<file path="src/rtl/emr_pkg.sv">
package emr_pkg;
  typedef enum logic [1:0] {ST_IDLE, ST_WAIT, ST_DLY} seq_st_e;

  typedef struct packed {
    logic       out_off;
    logic       rdqs_on;
    logic       dqsn_off;
    logic [2:0] ocd;
    logic [2:0] al;
    logic [1:0] odt;
    logic       drv_red;
    logic       dll_off;
  } emr_cfg_t;

  localparam logic [2:0] OCD_EXIT = 3'b000;
  localparam logic [2:0] OCD_DFLT = 3'b111;
  localparam logic [2:0] AL_RSVD  = 3'b111;
  localparam logic [2:0] BA_EMR   = 3'b001;
  localparam int         EMR_USED_W = 13;
endpackage

</file>
<file path="src/rtl/emr_req_check.sv">
module emr_req_check
  import emr_pkg::*;
(
  input  logic [2:0] al_i,
  input  logic [2:0] ocd_i,
  input  logic       init_i,
  output logic       bad_o
);
  logic al_bad;
  logic ocd_bad;

  always_comb begin
    al_bad  = (al_i == AL_RSVD);
    ocd_bad = !init_i && (ocd_i != OCD_EXIT) && (ocd_i != OCD_DFLT);
    bad_o   = al_bad || ocd_bad;
  end
endmodule

</file>
<file path="src/rtl/emr_word_pack.sv">
module emr_word_pack
  import emr_pkg::*;
#(
  parameter int ADDR_W = 14
) (
  input  emr_cfg_t          cfg_i,
  output logic [ADDR_W-1:0] word_o
);
  always_comb begin
    word_o      = '0;
    word_o[0]   = cfg_i.dll_off;
    word_o[1]   = cfg_i.drv_red;
    word_o[2]   = cfg_i.odt[0];
    word_o[5:3] = cfg_i.al;
    word_o[6]   = cfg_i.odt[1];
    word_o[9:7] = cfg_i.ocd;
    word_o[10]  = cfg_i.dqsn_off;
    word_o[11]  = cfg_i.rdqs_on;
    word_o[12]  = cfg_i.out_off;
  end
endmodule

</file>
<file path="src/rtl/emr_mrd_timer.sv">
module emr_mrd_timer #(
  parameter int TMRD = 4
) (
  input  logic clk,
  input  logic rst_n,
  input  logic load_i,
  output logic zero_o
);
  localparam int CW = (TMRD > 1) ? $clog2(TMRD) : 1;
  localparam logic [CW-1:0] LOAD_VAL = CW'(TMRD - 1);

  logic [CW-1:0] cnt_q, cnt_d;

  always_comb begin
    cnt_d = cnt_q;
    if (load_i)
      cnt_d = LOAD_VAL;
    else if (cnt_q != '0)
      cnt_d = cnt_q - CW'(1);
  end

  always_ff @(posedge clk or negedge rst_n) begin
    if (!rst_n) cnt_q <= '0;
    else        cnt_q <= cnt_d;
  end

  assign zero_o = (cnt_q == '0);
endmodule

</file>
<file path="src/rtl/emr_loader.sv">
module emr_loader
  import emr_pkg::*;
#(
  parameter int TMRD   = 4,
  parameter int ADDR_W = 14
) (
  input  logic              clk,
  input  logic              rst_n,
  input  logic              load_req_i,
  input  logic              ocd_init_i,
  input  logic              dll_off_i,
  input  logic              drv_reduced_i,
  input  logic [1:0]        odt_sel_i,
  input  logic [2:0]        al_i,
  input  logic [2:0]        ocd_i,
  input  logic              dqsn_off_i,
  input  logic              rdqs_on_i,
  input  logic              out_off_i,
  input  logic              banks_idle_i,
  input  logic              burst_active_i,
  output logic              cs_n_o,
  output logic              ras_n_o,
  output logic              cas_n_o,
  output logic              we_n_o,
  output logic [2:0]        ba_o,
  output logic [ADDR_W-1:0] addr_o,
  output logic              busy_o,
  output logic              err_o
);
  logic [1:0] sync_q;
  logic       rst_i_n;

  always_ff @(posedge clk or negedge rst_n) begin
    if (!rst_n) sync_q <= 2'b00;
    else        sync_q <= {sync_q[0], 1'b1};
  end
  assign rst_i_n = sync_q[1];

  seq_st_e           state_q, state_d;
  emr_cfg_t          cfg_q, cfg_d;
  logic              cfg_en;
  logic              second_q, second_d;
  logic              strobe_q, strobe_d;
  logic [ADDR_W-1:0] addr_q, addr_d;
  logic [2:0]        ba_q, ba_d;
  logic              err_q, err_d;
  logic              req_bad;
  logic              tmr_load;
  logic              tmr_zero;
  logic [ADDR_W-1:0] packed_word;
  logic              path_clear;

  emr_req_check u_check (
    .al_i   (al_i),
    .ocd_i  (ocd_i),
    .init_i (ocd_init_i),
    .bad_o  (req_bad)
  );

  emr_word_pack #(.ADDR_W(ADDR_W)) u_pack (
    .cfg_i  (cfg_q),
    .word_o (packed_word)
  );

  emr_mrd_timer #(.TMRD(TMRD)) u_timer (
    .clk    (clk),
    .rst_n  (rst_i_n),
    .load_i (tmr_load),
    .zero_o (tmr_zero)
  );

  assign path_clear = banks_idle_i && !burst_active_i;

  always_comb begin
    state_d  = state_q;
    cfg_d    = cfg_q;
    cfg_en   = 1'b0;
    second_d = second_q;
    strobe_d = 1'b0;
    addr_d   = '0;
    ba_d     = '0;
    err_d    = 1'b0;
    tmr_load = 1'b0;
    unique case (state_q)
      ST_IDLE: begin
        if (load_req_i) begin
          if (req_bad) begin
            err_d = 1'b1;
          end else begin
            cfg_en         = 1'b1;
            cfg_d.dll_off  = dll_off_i;
            cfg_d.drv_red  = drv_reduced_i;
            cfg_d.odt      = odt_sel_i;
            cfg_d.al       = al_i;
            cfg_d.ocd      = ocd_init_i ? OCD_DFLT : ocd_i;
            cfg_d.dqsn_off = dqsn_off_i;
            cfg_d.rdqs_on  = rdqs_on_i;
            cfg_d.out_off  = out_off_i;
            second_d       = ocd_init_i;
            state_d        = ST_WAIT;
          end
        end
      end
      ST_WAIT: begin
        if (path_clear) begin
          strobe_d = 1'b1;
          addr_d   = packed_word;
          ba_d     = BA_EMR;
          tmr_load = 1'b1;
          state_d  = ST_DLY;
        end
      end
      ST_DLY: begin
        if (tmr_zero) begin
          if (second_q) begin
            cfg_en    = 1'b1;
            cfg_d.ocd = OCD_EXIT;
            second_d  = 1'b0;
            state_d   = ST_WAIT;
          end else begin
            state_d = ST_IDLE;
          end
        end
      end
      default: state_d = ST_IDLE;
    endcase
  end

  always_ff @(posedge clk or negedge rst_i_n) begin
    if (!rst_i_n) begin
      state_q  <= ST_IDLE;
      cfg_q    <= '0;
      second_q <= 1'b0;
      strobe_q <= 1'b0;
      addr_q   <= '0;
      ba_q     <= '0;
      err_q    <= 1'b0;
    end else begin
      state_q  <= state_d;
      if (cfg_en) cfg_q <= cfg_d;
      second_q <= second_d;
      strobe_q <= strobe_d;
      addr_q   <= addr_d;
      ba_q     <= ba_d;
      err_q    <= err_d;
    end
  end

  assign cs_n_o  = 1'b0;
  assign ras_n_o = !strobe_q;
  assign cas_n_o = !strobe_q;
  assign we_n_o  = !strobe_q;
  assign ba_o    = ba_q;
  assign addr_o  = addr_q;
  assign busy_o  = (state_q != ST_IDLE);
  assign err_o   = err_q;
endmodule

</file>
<file path="config.mk">
export PLATFORM = sky130hd
export DESIGN_NAME = emr_loader
export DESIGN_NICKNAME = d
export VERILOG_FILES = /design/src/rtl/emr_pkg.sv /design/src/rtl/emr_req_check.sv /design/src/rtl/emr_word_pack.sv /design/src/rtl/emr_mrd_timer.sv /design/src/rtl/emr_loader.sv
export SDC_FILE = /design/constraint.sdc
export NUM_CORES = 1
export LEC_CHECK = 0
export ABC_CLOCK_PERIOD_IN_PS = 1300
export BUFFER_PORTS_ARGS = -buffer_cell sky130_fd_sc_hd__buf_2
export CAP_MARGIN = 20
export CORE_MARGIN = 2
export CORE_UTILIZATION = 40
export DETAILED_ROUTE_END_ITERATION = 6
export PLACE_DENSITY = 0.67
export SLEW_MARGIN = 10
export SYNTH_ARGS = -nofsm -noshare
export SYNTH_HDL_FRONTEND = slang
export SYNTH_SLANG_ARGS = --single-unit
</file>
<file path="constraint.sdc">
create_clock -name clk -period 1.3 [get_ports clk]
set_clock_uncertainty 0.2 [all_clocks]
set_input_delay 0.065 -clock clk [delete_from_list [all_inputs] [get_ports clk]]
set_output_delay 0.065 -clock clk [all_outputs]
set_load 0.02 [all_outputs]
</file>
# After elaboration in Yosys (flattened, before gate mapping)

Index checks and enable logic that the tools add are counted.

Bits in registers: 39
Bits of input ports: 19
Output and inout bits: 23
Word-level logic and storage cells: 77

Eq/ne operators: 9
Reduce and logical (&&, ||, !) cells: 18
Bitwise logic cells: 1
Add/subtract/negate cells: 1
Mux-type cells: 32

Operators with widths:

| kind                                             | count |
|---|---|
| 2-to-1 mux 13 bit                                | 2 |
| 2-to-1 mux 10 bit                                | 2 |
| 2-to-1 mux 1 bit                                 | 15 |
| 2-to-1 mux 2 bit                                 | 6 |
| AND reduction 4 bit                              | 3 |
| != test 2 bit, second input constant             | 5 |
| 2-to-1 mux 3 bit                                 | 3 |
| nonzero test 2 bit                               | 4 |
| one-hot mux 2 bit (3 select lines)               | 1 |
| one-hot mux 3 bit (2 select lines)               | 1 |
| AND reduction 6 bit                              | 1 |
| zero test 2 bit                                  | 2 |
| one-hot mux 1 bit (2 select lines)               | 2 |
| == test 3 bit, second input constant             | 1 |
| logical AND 1 bit                                | 3 |
| zero test 1 bit                                  | 3 |
| != test 3 bit, second input constant             | 1 |
| nonzero test 3 bit                               | 1 |
| == test 2 x 1 -> 1 bit, second input constant    | 1 |
| == test 2 bit, second input constant             | 1 |
| subtractor 2 x 1 -> 2 bit, second input constant | 1 |
| logical OR 1 bit                                 | 1 |
| inverter 1 bit                                   | 1 |

# Logic depth before layout (Yosys ltp)

Word-level depth: 8
Depth in mapped cells: 6

# By module

From an unflattened synthesis, not the netlist that was laid out.

Cells, all modules: 118
Area total of the unflattened synthesis: 1537.7 um2

Modules (own cells, without submodules):

| module        | instances | area an instance (um2) | cells an instance |
|---|---|---|---|
| emr_loader    | 1         | 1297.5                 | 90 |
| emr_word_pack | 1         | 108.9                  | 15 |
| emr_mrd_timer | 1         | 97.6                   | 9 |
| emr_req_check | 1         | 33.8                   | 4 |

# Worst setup path before layout

OpenSTA, ideal clock, no wires.

Path type: flip-flop to flip-flop
From: reg state_q[1]
To: reg cfg_q[0] (netlist bit)
Path slack: -0.295 ns
Library setup time: 0.125 ns
Arrival: 1.270 ns
Stages on the path, launching flop included: 5
Clock period less this slack: 1.595 ns
Path through: dfrtp_1 > nor3b_2 > and2_4 > buf_12 > mux2_4

Longest elaborated chain between the ends: 3
Elaborated cells between the ends (all ways): 4

RTL lines:

| item                                                    | RTL line          | text |
|---|---|---|
| from (decl)                                             | emr_loader.sv:39  | `seq_st_e state_q, state_d;` |
| from (signal assigned)                                  | emr_loader.sv:139 | `state_q <= state_d;` |
| == test 2 bit / zero test 2 bit (equally long branches) | emr_loader.sv:84  | `unique case (state_q)` |
| one-hot mux 1 bit (2 select lines)                      | emr_loader.sv:84  |  |
| AND reduction 4 bit (no source line) *                  | -                 |  |
| to (signal assigned)                                    | emr_loader.sv:140 | `if (cfg_en) cfg_q <= cfg_d;` |
| to (decl)                                               | emr_loader.sv:40  | `emr_cfg_t cfg_q, cfg_d;` |

Mark *: on every way between the ends. The rest lies on a longest branch, timed or not.
A chain may end at the register's enable or synchronous reset.

# Worst setup path after layout

From: reg state_q[1]
To: reg cfg_q[6] (netlist bit)

Same word-level chain as after synthesis.

==> results.py <==
metrics = {
    "run_status": {
        "status": "complete, but fails checks",
        "violations": "setup timing",
    },
    "drt": {
        "dr.pass1.iters": 2,
        "dr_total_vias": 1035,
        "wl_per_cell_um": 13.5,
        "drc_errors": 0,
        "dr.first_iter.drc_count": 26,
        "drt_wl_total_mm": 3.09,
        "avgViaCountPerCell": 4.54,
        "final_antenna_net_count": 0,
    },
    "logic_synthesis": {
        "synth_area_um2": 1420,
        "synth_xor_area_frac": 0.00615,
        "synth_mux_area_frac": 0.105,
        "ys_warn_count": 0,
        "synth_edf_count": 0,
        "yosys.area_share.simple": 0.137,
        "yosysTopAreaCell": "dfrtp_1",
        "syn_avg_cell_area_um2": 14.0,
        "ys_seq_area_frac": 0.615,
        "async_flop_share": 1.00,
        "ys.flop_type": "dfrtp_1",
        "synth_top_family_by_area": "simple AND/OR/NAND/NOR gates",
        "synthTopCellsByArea": "dfrtp_1 (62%), mux2_4 (11%), and2_1 (5.7%)",
        "yosysTopAreaCellShare": 0.615,
        "synthAdderAreaFrac": 0.00879,
        "ys_seq_elements": 35,
        "synthDistinctLibCells": 30,
        "synth_compound_area_frac": 0.0580,
        "synthCells": 102,
    },
    "worst_setup_path": {
        "crit_path_start_kind": "flip-flop",
        "path_max_fanout": 5,
        "crit_type": "reg -> reg",
        "slowest_stage": "dfrtp_1",
        "cp.arrival_ns": 1.58,
        "critical_path_required_ns": 1.31,
        "slowest_delay_ns": 0.43,
        "crit_path_end_kind": "flip-flop",
        "path_cells": "nor3b_4 > and2_4 > mux2_4",
    },
    "cts": {
        "h-tree-depth": 2,
        "clock_latency_ns": 0.33,
        "cts_tree": "done",
        "cts-root-buf": "clkbuf_4",
        "cts_sinks": 35,
        "numCtsBuffers": 5,
        "clock_path_buffers": 2,
        "clk_pin_slew_ns": 0.10,
    },
    "floorplanning": {
        "start_util": 0.420,
        "core_um2": 3390,
        "die_area_um2": 4050,
        "core.rowCount": 21,
        "die_h_um": 63.7,
        "ios": 42,
        "die_w_um": 63.7,
    },
    "pwr": {
        "clkPwrFrac": 0.161,
        "p_comb_frac": 0.431,
        "switchingPower_w": 0.00123,
        "power_w": 0.00403,
        "leakagePower_nw": 1.11,
        "ir_drop_mv": 0.945,
        "seqPwrFrac": 0.408,
        "netSwitchingFraction": 0.306,
        "power.density_nw_per_um2": 1850,
        "internal_power_w": 0.00280,
    },
    "place": {
        "dp_hpwl_mm": 1.82,
        "portBuffers": 37,
        "gpl.final_weighted_congestion": 0.880,
        "dpl_cell_area_um2": 1730,
    },
    "timing": {
        "hold_ws_ns": 0.0561,
        "final-hold-violation-count": 0,
        "setup_tns_ns": -8.09,
        "period_needed_ns": 1.57,
        "period_share": 1.21,
        "setup_ws_ns": -0.273,
        "grt_setup_unrepaired": "yes",
        "drv_slew": 0,
        "clock.fmax_mhz": 636,
        "setup_violations": 34,
    },
    "grt": {
        "grtUsageTotal": 0.167,
        "grt_pass1_wl_mm": 5.06,
        "grt_max_degree": 34,
        "grt_overflow_total": 0,
        "antenna_found_initial": 0,
        "grt_pass1_vias": 1110,
    },
    "hold_path": {
        "holdCritPathClass": "in -> reg",
    },
    "layout": {
        "fin_nets": 201,
        "area_growth_pct": 52.6,
        "stdcell_area_um2": 2170,
        "final_common_cell": "buf_2",
        "drive_gt1_frac": 0.549,
        "layout_common_cells": "buf_2 (36), dfrtp_1 (35), dlygate4sd3_1 (17)",
        "diodes": 0,
    },
    "run": {
        "maxCapViolations": 0,
    },
}
metal layers:
layer / wire length, µm / global-route usage
met3: 149 / 0.0464
met2: 1490 / 0.284
met1: 1370 / 0.195
met4: 75 / 0.0788
met5: 0 / 0
layout make-up:
cell class,instances,area (µm²)
clock buffer,8,68.8
fill,261,1220
inverter,4,15.0
multi-input combinational,58,592
sequential,35,876
tap,46,57.6
timing repair buffer,77,564
sequential cells by signal (all words and copies together) (netlist names):
signal,flops
addr_o,13
ba_o,1
cfg_q,13
err_o,1
second_q,1
state_q,2
sync_q,2
u_timer.cnt_q,2
path summary, 6_finish.rpt:
kind	slack (ns)	cells after the start	endpoint	startpoint
max reg2reg	-0.27	3	cfg_q[6]	state_q[1]
min	0.06	4	second_q	al_i[1]
min in group asynchronous	0.07	1	addr_o[3]	sync_q[1]
max	-0.27	3	cfg_q[6]	state_q[1]
max in group asynchronous	0.39	3	sync_q[1]	rst_n
min reg2reg	0.07	1	addr_o[3]	sync_q[1]
cell usage after synthesis, types with 2 or more instances:
library cell and n:
nand2_1 2, and2_1 13, dfrtp_1 35, nor3b_2 2, mux2_4 10, nor2_1 2, conb_1 2, nor2b_1 2
buf_4 7, nand2b_1 2, o2bb2ai_1 3, inv_1 4
worst max-delay path: cells and delay by family (launching register included):
kind	cells	cell delay (ns)
flops	1	0.43
mux	1	0.31
simple gates	2	0.52
timing repair:
item                                    in CTS  in global routing
buffers inserted                             4                  1
endpoints found under the setup margin      33                 34
pin swaps                                    8                  8
hold buffers                                17                  0
gates cloned                                 3                  0
endpoints found under the hold margin       19                  0
gates resized for setup                     23                 11
through the flow:
stage / cells / utilization / setup slack [ns]
after floorplan: 105 / - / -0.295
after global placement: 195 / 0.512 / -0.211
after detailed placement: 195 / 0.512 / -0.252
after CTS: 227 / 0.623 / -0.260
after global routing: 228 / 0.641 / -0.307
final: 228 / 0.641 / -0.273
cells by family (layout without fill, tap and decap cells):
group,Yosys count,after routing
DFF,35,35
xor gates and xnor gates,1,1
muxes,10,10
buffers and inverters,13,89
AOI/OAI and AO/OA,10,10
other,2,5
and+or+nand+nor,30,31
adders and majority gates,1,1
power groups by stage:
stage | Sequential (W) | Clock, W | Combinational [W]
4_1_cts | 0.00161 | 0.000666 | 0.00162
3_3_place_gp | 0.00160 | 0 | 0.00119
5_1_grt | 0.00168 | 0.000746 | 0.00186
2_1_floorplan | 0.00166 | 0 | 0.000839
3_5_place_dp | 0.00162 | 0 | 0.00126
6_report | 0.00164 | 0.000648 | 0.00174
Power figures use the tool's default switching activity.
